==> config.mk <==
export PLATFORM = sky130hd
export DESIGN_NAME = alu16_bitops
export DESIGN_NICKNAME = d
export VERILOG_FILES = /design/src/rtl/alu16_pkg.sv /design/src/rtl/alu16_ctrl.sv /design/src/rtl/alu16_dp.sv /design/src/rtl/alu16_bitops.sv
export SDC_FILE = /design/constraint.sdc
export NUM_CORES = 1
export LEC_CHECK = 0
export ABC_AREA = 1
export BUFFER_PORTS_ARGS = -buffer_cell sky130_fd_sc_hd__buf_2
export CELL_PAD_IN_SITES_DETAIL_PLACEMENT = 1
export CELL_PAD_IN_SITES_GLOBAL_PLACEMENT = 2
export CORE_AREA = 4 4 154 156
export DETAILED_ROUTE_END_ITERATION = 8
export DIE_AREA = 0 0 158 160
export MAX_ROUTING_LAYER = met4
export PLACE_DENSITY_LB_ADDON = 0.1
export SYNTH_ARGS = -nofsm -noshare
export SYNTH_HDL_FRONTEND = slang
export SYNTH_SLANG_ARGS = --single-unit
export TNS_END_PERCENT = 100
==> constraint.sdc <==
create_clock -name vclk -period 14.1
set_input_delay 1.41 -clock vclk [all_inputs]
set_output_delay 1.41 -clock vclk [all_outputs]
set_load 0.005 [all_outputs]
==> src/rtl/alu16_pkg.sv <==
package alu16_pkg;

  typedef enum logic [3:0] {
    FN_PASS  = 4'h0,
    FN_AND   = 4'h1,
    FN_OR    = 4'h2,
    FN_XOR   = 4'h3,
    FN_ADD   = 4'h4,
    FN_SUB   = 4'h5,
    FN_MUL   = 4'h6,
    FN_MERGE = 4'h7,
    FN_LT    = 4'h8,
    FN_LE    = 4'h9,
    FN_SHR   = 4'hA,
    FN_SHL   = 4'hB,
    FN_SETB  = 4'hC,
    FN_CLRB  = 4'hD,
    FN_TSTB  = 4'hE,
    FN_GENB  = 4'hF
  } aluFn_t;

  // one-hot result strobes from decode to datapath
  typedef struct packed {
    logic passB;
    logic andOp;
    logic orOp;
    logic xorOp;
    logic addOp;
    logic subOp;
    logic mulOp;
    logic mergeOp;
    logic ltOp;
    logic leOp;
    logic shrOp;
    logic shlOp;
    logic setOp;
    logic clrOp;
    logic tstOp;
    logic genOp;
  } aluStrobes_t;

endpackage

==> src/rtl/alu16_ctrl.sv <==
module alu16_ctrl
  import alu16_pkg::*;
(
  input  logic [3:0]  fn,
  output aluStrobes_t strobes
);

  always_comb begin
    strobes = '0;
    unique case (fn)
      FN_PASS:  strobes.passB   = 1'b1;
      FN_AND:   strobes.andOp   = 1'b1;
      FN_OR:    strobes.orOp    = 1'b1;
      FN_XOR:   strobes.xorOp   = 1'b1;
      FN_ADD:   strobes.addOp   = 1'b1;
      FN_SUB:   strobes.subOp   = 1'b1;
      FN_MUL:   strobes.mulOp   = 1'b1;
      FN_MERGE: strobes.mergeOp = 1'b1;
      FN_LT:    strobes.ltOp    = 1'b1;
      FN_LE:    strobes.leOp    = 1'b1;
      FN_SHR:   strobes.shrOp   = 1'b1;
      FN_SHL:   strobes.shlOp   = 1'b1;
      FN_SETB:  strobes.setOp   = 1'b1;
      FN_CLRB:  strobes.clrOp   = 1'b1;
      FN_TSTB:  strobes.tstOp   = 1'b1;
      FN_GENB:  strobes.genOp   = 1'b1;
      default:  strobes = '0;
    endcase
  end

endmodule

==> src/rtl/alu16_dp.sv <==
module alu16_dp
  import alu16_pkg::*;
#(
  parameter int WIDTH = 16
) (
  input  logic [WIDTH-1:0] a,
  input  logic [WIDTH-1:0] b,
  input  aluStrobes_t      strobes,
  output logic [WIDTH-1:0] result
);

  localparam int HALF = WIDTH / 2;
  localparam int IDXW = $clog2(WIDTH);
  localparam int MSB  = WIDTH - 1;

  logic [WIDTH-1:0] sumOut;
  logic [WIDTH-1:0] diffOut;
  logic [WIDTH-1:0] prodOut;
  logic [WIDTH-1:0] bitMask;
  logic [IDXW-1:0]  bitIdx;
  logic             lessThan;
  logic             isEqual;
  logic [WIDTH-1:0] ltWord;
  logic [WIDTH-1:0] leWord;

  assign sumOut  = a + b;
  // shared subtractor feeds both subtract and the signed compares
  assign diffOut = a + ~b + {{(WIDTH-1){1'b0}}, 1'b1};
  assign prodOut = a * b;

  assign bitIdx  = b[IDXW-1:0];
  assign bitMask = {{(WIDTH-1){1'b0}}, 1'b1} << bitIdx;

  // signs differ: negative operand is smaller; otherwise difference sign decides
  assign lessThan = (a[MSB] ^ b[MSB]) ? a[MSB] : diffOut[MSB];
  assign isEqual  = (a == b);
  assign ltWord   = {{(WIDTH-1){1'b0}}, lessThan};
  assign leWord   = {{(WIDTH-1){1'b0}}, lessThan | isEqual};

  always_comb begin
    result = ({WIDTH{strobes.passB}}   & b)
           | ({WIDTH{strobes.andOp}}   & (a & b))
           | ({WIDTH{strobes.orOp}}    & (a | b))
           | ({WIDTH{strobes.xorOp}}   & (a ^ b))
           | ({WIDTH{strobes.addOp}}   & sumOut)
           | ({WIDTH{strobes.subOp}}   & diffOut)
           | ({WIDTH{strobes.mulOp}}   & prodOut)
           | ({WIDTH{strobes.mergeOp}} & {b[HALF-1:0], a[HALF-1:0]})
           | ({WIDTH{strobes.ltOp}}    & ltWord)
           | ({WIDTH{strobes.leOp}}    & leWord)
           | ({WIDTH{strobes.shrOp}}   & {1'b0, a[MSB:1]})
           | ({WIDTH{strobes.shlOp}}   & {a[MSB-1:0], 1'b0})
           | ({WIDTH{strobes.setOp}}   & (a | bitMask))
           | ({WIDTH{strobes.clrOp}}   & (a & ~bitMask))
           | ({WIDTH{strobes.tstOp}}   & (a & bitMask))
           | ({WIDTH{strobes.genOp}}   & bitMask);
  end

endmodule

==> src/rtl/alu16_bitops.sv <==
module alu16_bitops
  import alu16_pkg::*;
#(
  parameter int WIDTH = 16
) (
  input  logic [WIDTH-1:0] a,
  input  logic [WIDTH-1:0] b,
  input  logic [3:0]       fn,
  output logic [WIDTH-1:0] result
);

  aluStrobes_t strobes;

  alu16_ctrl u_ctrl (
    .fn      (fn),
    .strobes (strobes)
  );

  alu16_dp #(.WIDTH(WIDTH)) u_dp (
    .a       (a),
    .b       (b),
    .strobes (strobes),
    .result  (result)
  );

endmodule

==> run summary <==
Sequential cell area fraction in the yosys report -> 0
RSZ-0062 raised after global routing -> no
Post-detailed-route wirelength per cell -> 21.9 µm
GRT Resource Usage Total -> 0.277
Max-slew violation count -> 0
DP Area -> 8120 µm²
Vias post-DR -> 8343
Count of warnings emitted by yosys -> 0
Top Usage Layer GRT -> met2
Count of input and output buffers -> 52
Area of the multi-input gates -> 6250 µm²
Highest achievable clock rate -> 0.121 GHz
Largest fanout of any net on the critical path -> 27
Number of core rows -> 55
Routed WL -> 34100 µm
Number of fill cells -> 3027
Total placed cells including tap cells -> 1557
I/O pin count -> 52
Gpl congestion -> 0.966
Critical path endpoint category -> output port
Setup Total Neg Slack -> 0 ns
Pin count of the biggest net entering global routing -> 28
Final ANT Viol Nets -> 0
Final cell area excluding filler cells -> 8130 µm²
Setup Fix Bufs, Post-CTS -> 0
Antenna violations before repair -> 2
Post-layout nets -> 1489
GRT met2 Usage -> 0.441
Cell Count, Final, Fillers Out -> 1559
Overflow after GRT -> 0
Clock buffer count in the final layout -> 0
Fraction of final layout cells sized beyond drive strength 1 -> 0.0668
Commonest cells after routing, fill and taps aside -> sky130_fd_sc_hd__nand2_1 (330), sky130_fd_sc_hd__inv_1 (319), sky130_fd_sc_hd__ha_1 (96), sky130_fd_sc_hd__fa_1 (83), sky130_fd_sc_hd__nand3_1 (68)
Sequential cell area -> 0 µm²
Met1 track utilization from global routing -> 0.358
Biggest area consumer among synthesized cells -> sky130_fd_sc_hd__fa_1
Worst min path class -> input pin to output port
Post-CTS Hold Fix Bufs -> 0
DRC violation count after routing -> 0
Pre-antenna DRT Iters -> 5
Worst slew margin relative to its limit -> 0.175
Floorplan core area -> 22400 µm²
Number of standard cells after synthesis -> 1261
Syn nets -> 1476
Setup violations, final -> 0
Via/cell ratio -> 5.35
Status -> complete, no violations
Area contributors post-synth -> sky130_fd_sc_hd__fa_1 (22%), sky130_fd_sc_hd__nand2_1 (16%), sky130_fd_sc_hd__ha_1 (16%), sky130_fd_sc_hd__inv_1 (16%), sky130_fd_sc_hd__nand3_1 (4.4%)
Actual transition at the worst max-transition pin -> 1.23 ns
Chip Width -> 158 µm
Fin crit period -> 8.30 ns
Hold violation total from the final report -> 0
Count of routing violations after the opening detailed-route iteration -> 549
Worst EP required -> 12.69 ns
Post-DP HPWL -> 27200 µm
Sort of element at the start of the critical path -> input pin
Max-cap violation count -> 0
Crit path kind -> input pin to output port
Via count of the first global-routing pass -> 8694
Post-cts resize count -> 0
Mean cell area of the mapped netlist -> 6.10 µm²
Number of library cell types mapped by synthesis -> 47
Layout Area Growth over Synthesis -> 5.64%
Arrival time of data at the critical path endpoint -> 6.89 ns
Starting Density -> 0.344
Global-route wire length before repair -> 52200 µm
Tcrit/Tclk final -> 0.588
Count of flip-flops and latches -> 0
Post-route core utilization -> 0.363
Cell area after technology mapping -> 7690 µm²
Routing usage on met3 -> 0.0477
Area of the die -> 25300 µm²
Most common library cell in the layout ignoring fill and taps -> sky130_fd_sc_hd__nand2_1
Proportion of netlist area held by the largest area contributor -> 0.216
Die height -> 160 µm
## cell families (layout without fill, tap and decap cells)
| family | Yosys count | count (layout) | share of synthesized area |
|---|---|---|---|
| AOI/OAI and AO/OA | 198 | 198 | 0.156 |
| xor gates and xnor gates | 4 | 4 | 0.00455 |
| adders and majority gates | 179 | 179 | 0.372 |
| buffers and inverters | 375 | 386 | 0.188 |
| other | 0 | 2 | 0 |
| and+or+nand+nor | 505 | 505 | 0.279 |
## synth_stat cells, types with 4 or more instances
master,n
sky130_fd_sc_hd__a21oi_1,66
sky130_fd_sc_hd__a221oi_1,8
sky130_fd_sc_hd__a31oi_1,4
sky130_fd_sc_hd__buf_2,21
sky130_fd_sc_hd__clkbuf_1,13
sky130_fd_sc_hd__fa_1,83
sky130_fd_sc_hd__ha_1,96
sky130_fd_sc_hd__inv_1,319
sky130_fd_sc_hd__inv_2,13
sky130_fd_sc_hd__nand2_1,330
sky130_fd_sc_hd__nand3_1,68
sky130_fd_sc_hd__nand4_1,17
sky130_fd_sc_hd__nor2_1,50
sky130_fd_sc_hd__nor2_2,4
sky130_fd_sc_hd__nor2_4,5
sky130_fd_sc_hd__nor3_1,11
sky130_fd_sc_hd__nor4_1,8
sky130_fd_sc_hd__o2111ai_1,11
sky130_fd_sc_hd__o211ai_1,8
sky130_fd_sc_hd__o21ai_0,48
sky130_fd_sc_hd__o21ai_1,4
sky130_fd_sc_hd__o221ai_1,6
sky130_fd_sc_hd__o22ai_1,25
sky130_fd_sc_hd__or2_2,4
## area by class of cell
| cell class | instances | share of cell area |
|---|---|---|
| inverters | 332 | 0.153 |
| repair buffers | 54 | 0.0339 |
| diodes | 2 | 0.000616 |
| well taps | 285 | 0.0439 |
| multi-input cells | 886 | 0.768 |
## critical path, cell delays in order
cell and delay, ns:
sky130_fd_sc_hd__buf_2 0.54, sky130_fd_sc_hd__nand2_1 0.15, sky130_fd_sc_hd__fa_1 0.49, sky130_fd_sc_hd__fa_1 0.55
sky130_fd_sc_hd__inv_1 0.05, sky130_fd_sc_hd__fa_1 0.48, sky130_fd_sc_hd__fa_1 0.50, sky130_fd_sc_hd__fa_1 0.50
sky130_fd_sc_hd__inv_1 0.05, sky130_fd_sc_hd__fa_1 0.47, sky130_fd_sc_hd__inv_1 0.04, sky130_fd_sc_hd__ha_1 0.34
sky130_fd_sc_hd__inv_1 0.09, sky130_fd_sc_hd__nor4_1 0.38, sky130_fd_sc_hd__nand3_1 0.12, sky130_fd_sc_hd__nand4_1 0.13
sky130_fd_sc_hd__a21oi_1 0.07, sky130_fd_sc_hd__o21ai_0 0.12, sky130_fd_sc_hd__nand4_1 0.17, sky130_fd_sc_hd__buf_2 0.21
## layer usage
layer / part of all wire / wire length [µm]
met5: 0 / 0
met1: 0.43 / 14800
met3: 0.067 / 2290
met4: 0.040 / 1380
met2: 0.46 / 15700
## path summary, 6_finish.rpt
path,from,cells after the start,end,slack (ns)
max,b[3],20,result[14],5.80
min,fn[1],5,result[0],3.32
## per-stage QoR
stage                     setup WS, ns  hold slack [ns]
after floorplan                   6.31             3.00
after global placement            5.89             3.33
final                             5.80             3.32
after detailed placement          5.80             3.33
after global routing              5.50             3.39
after CTS                         5.79             3.33
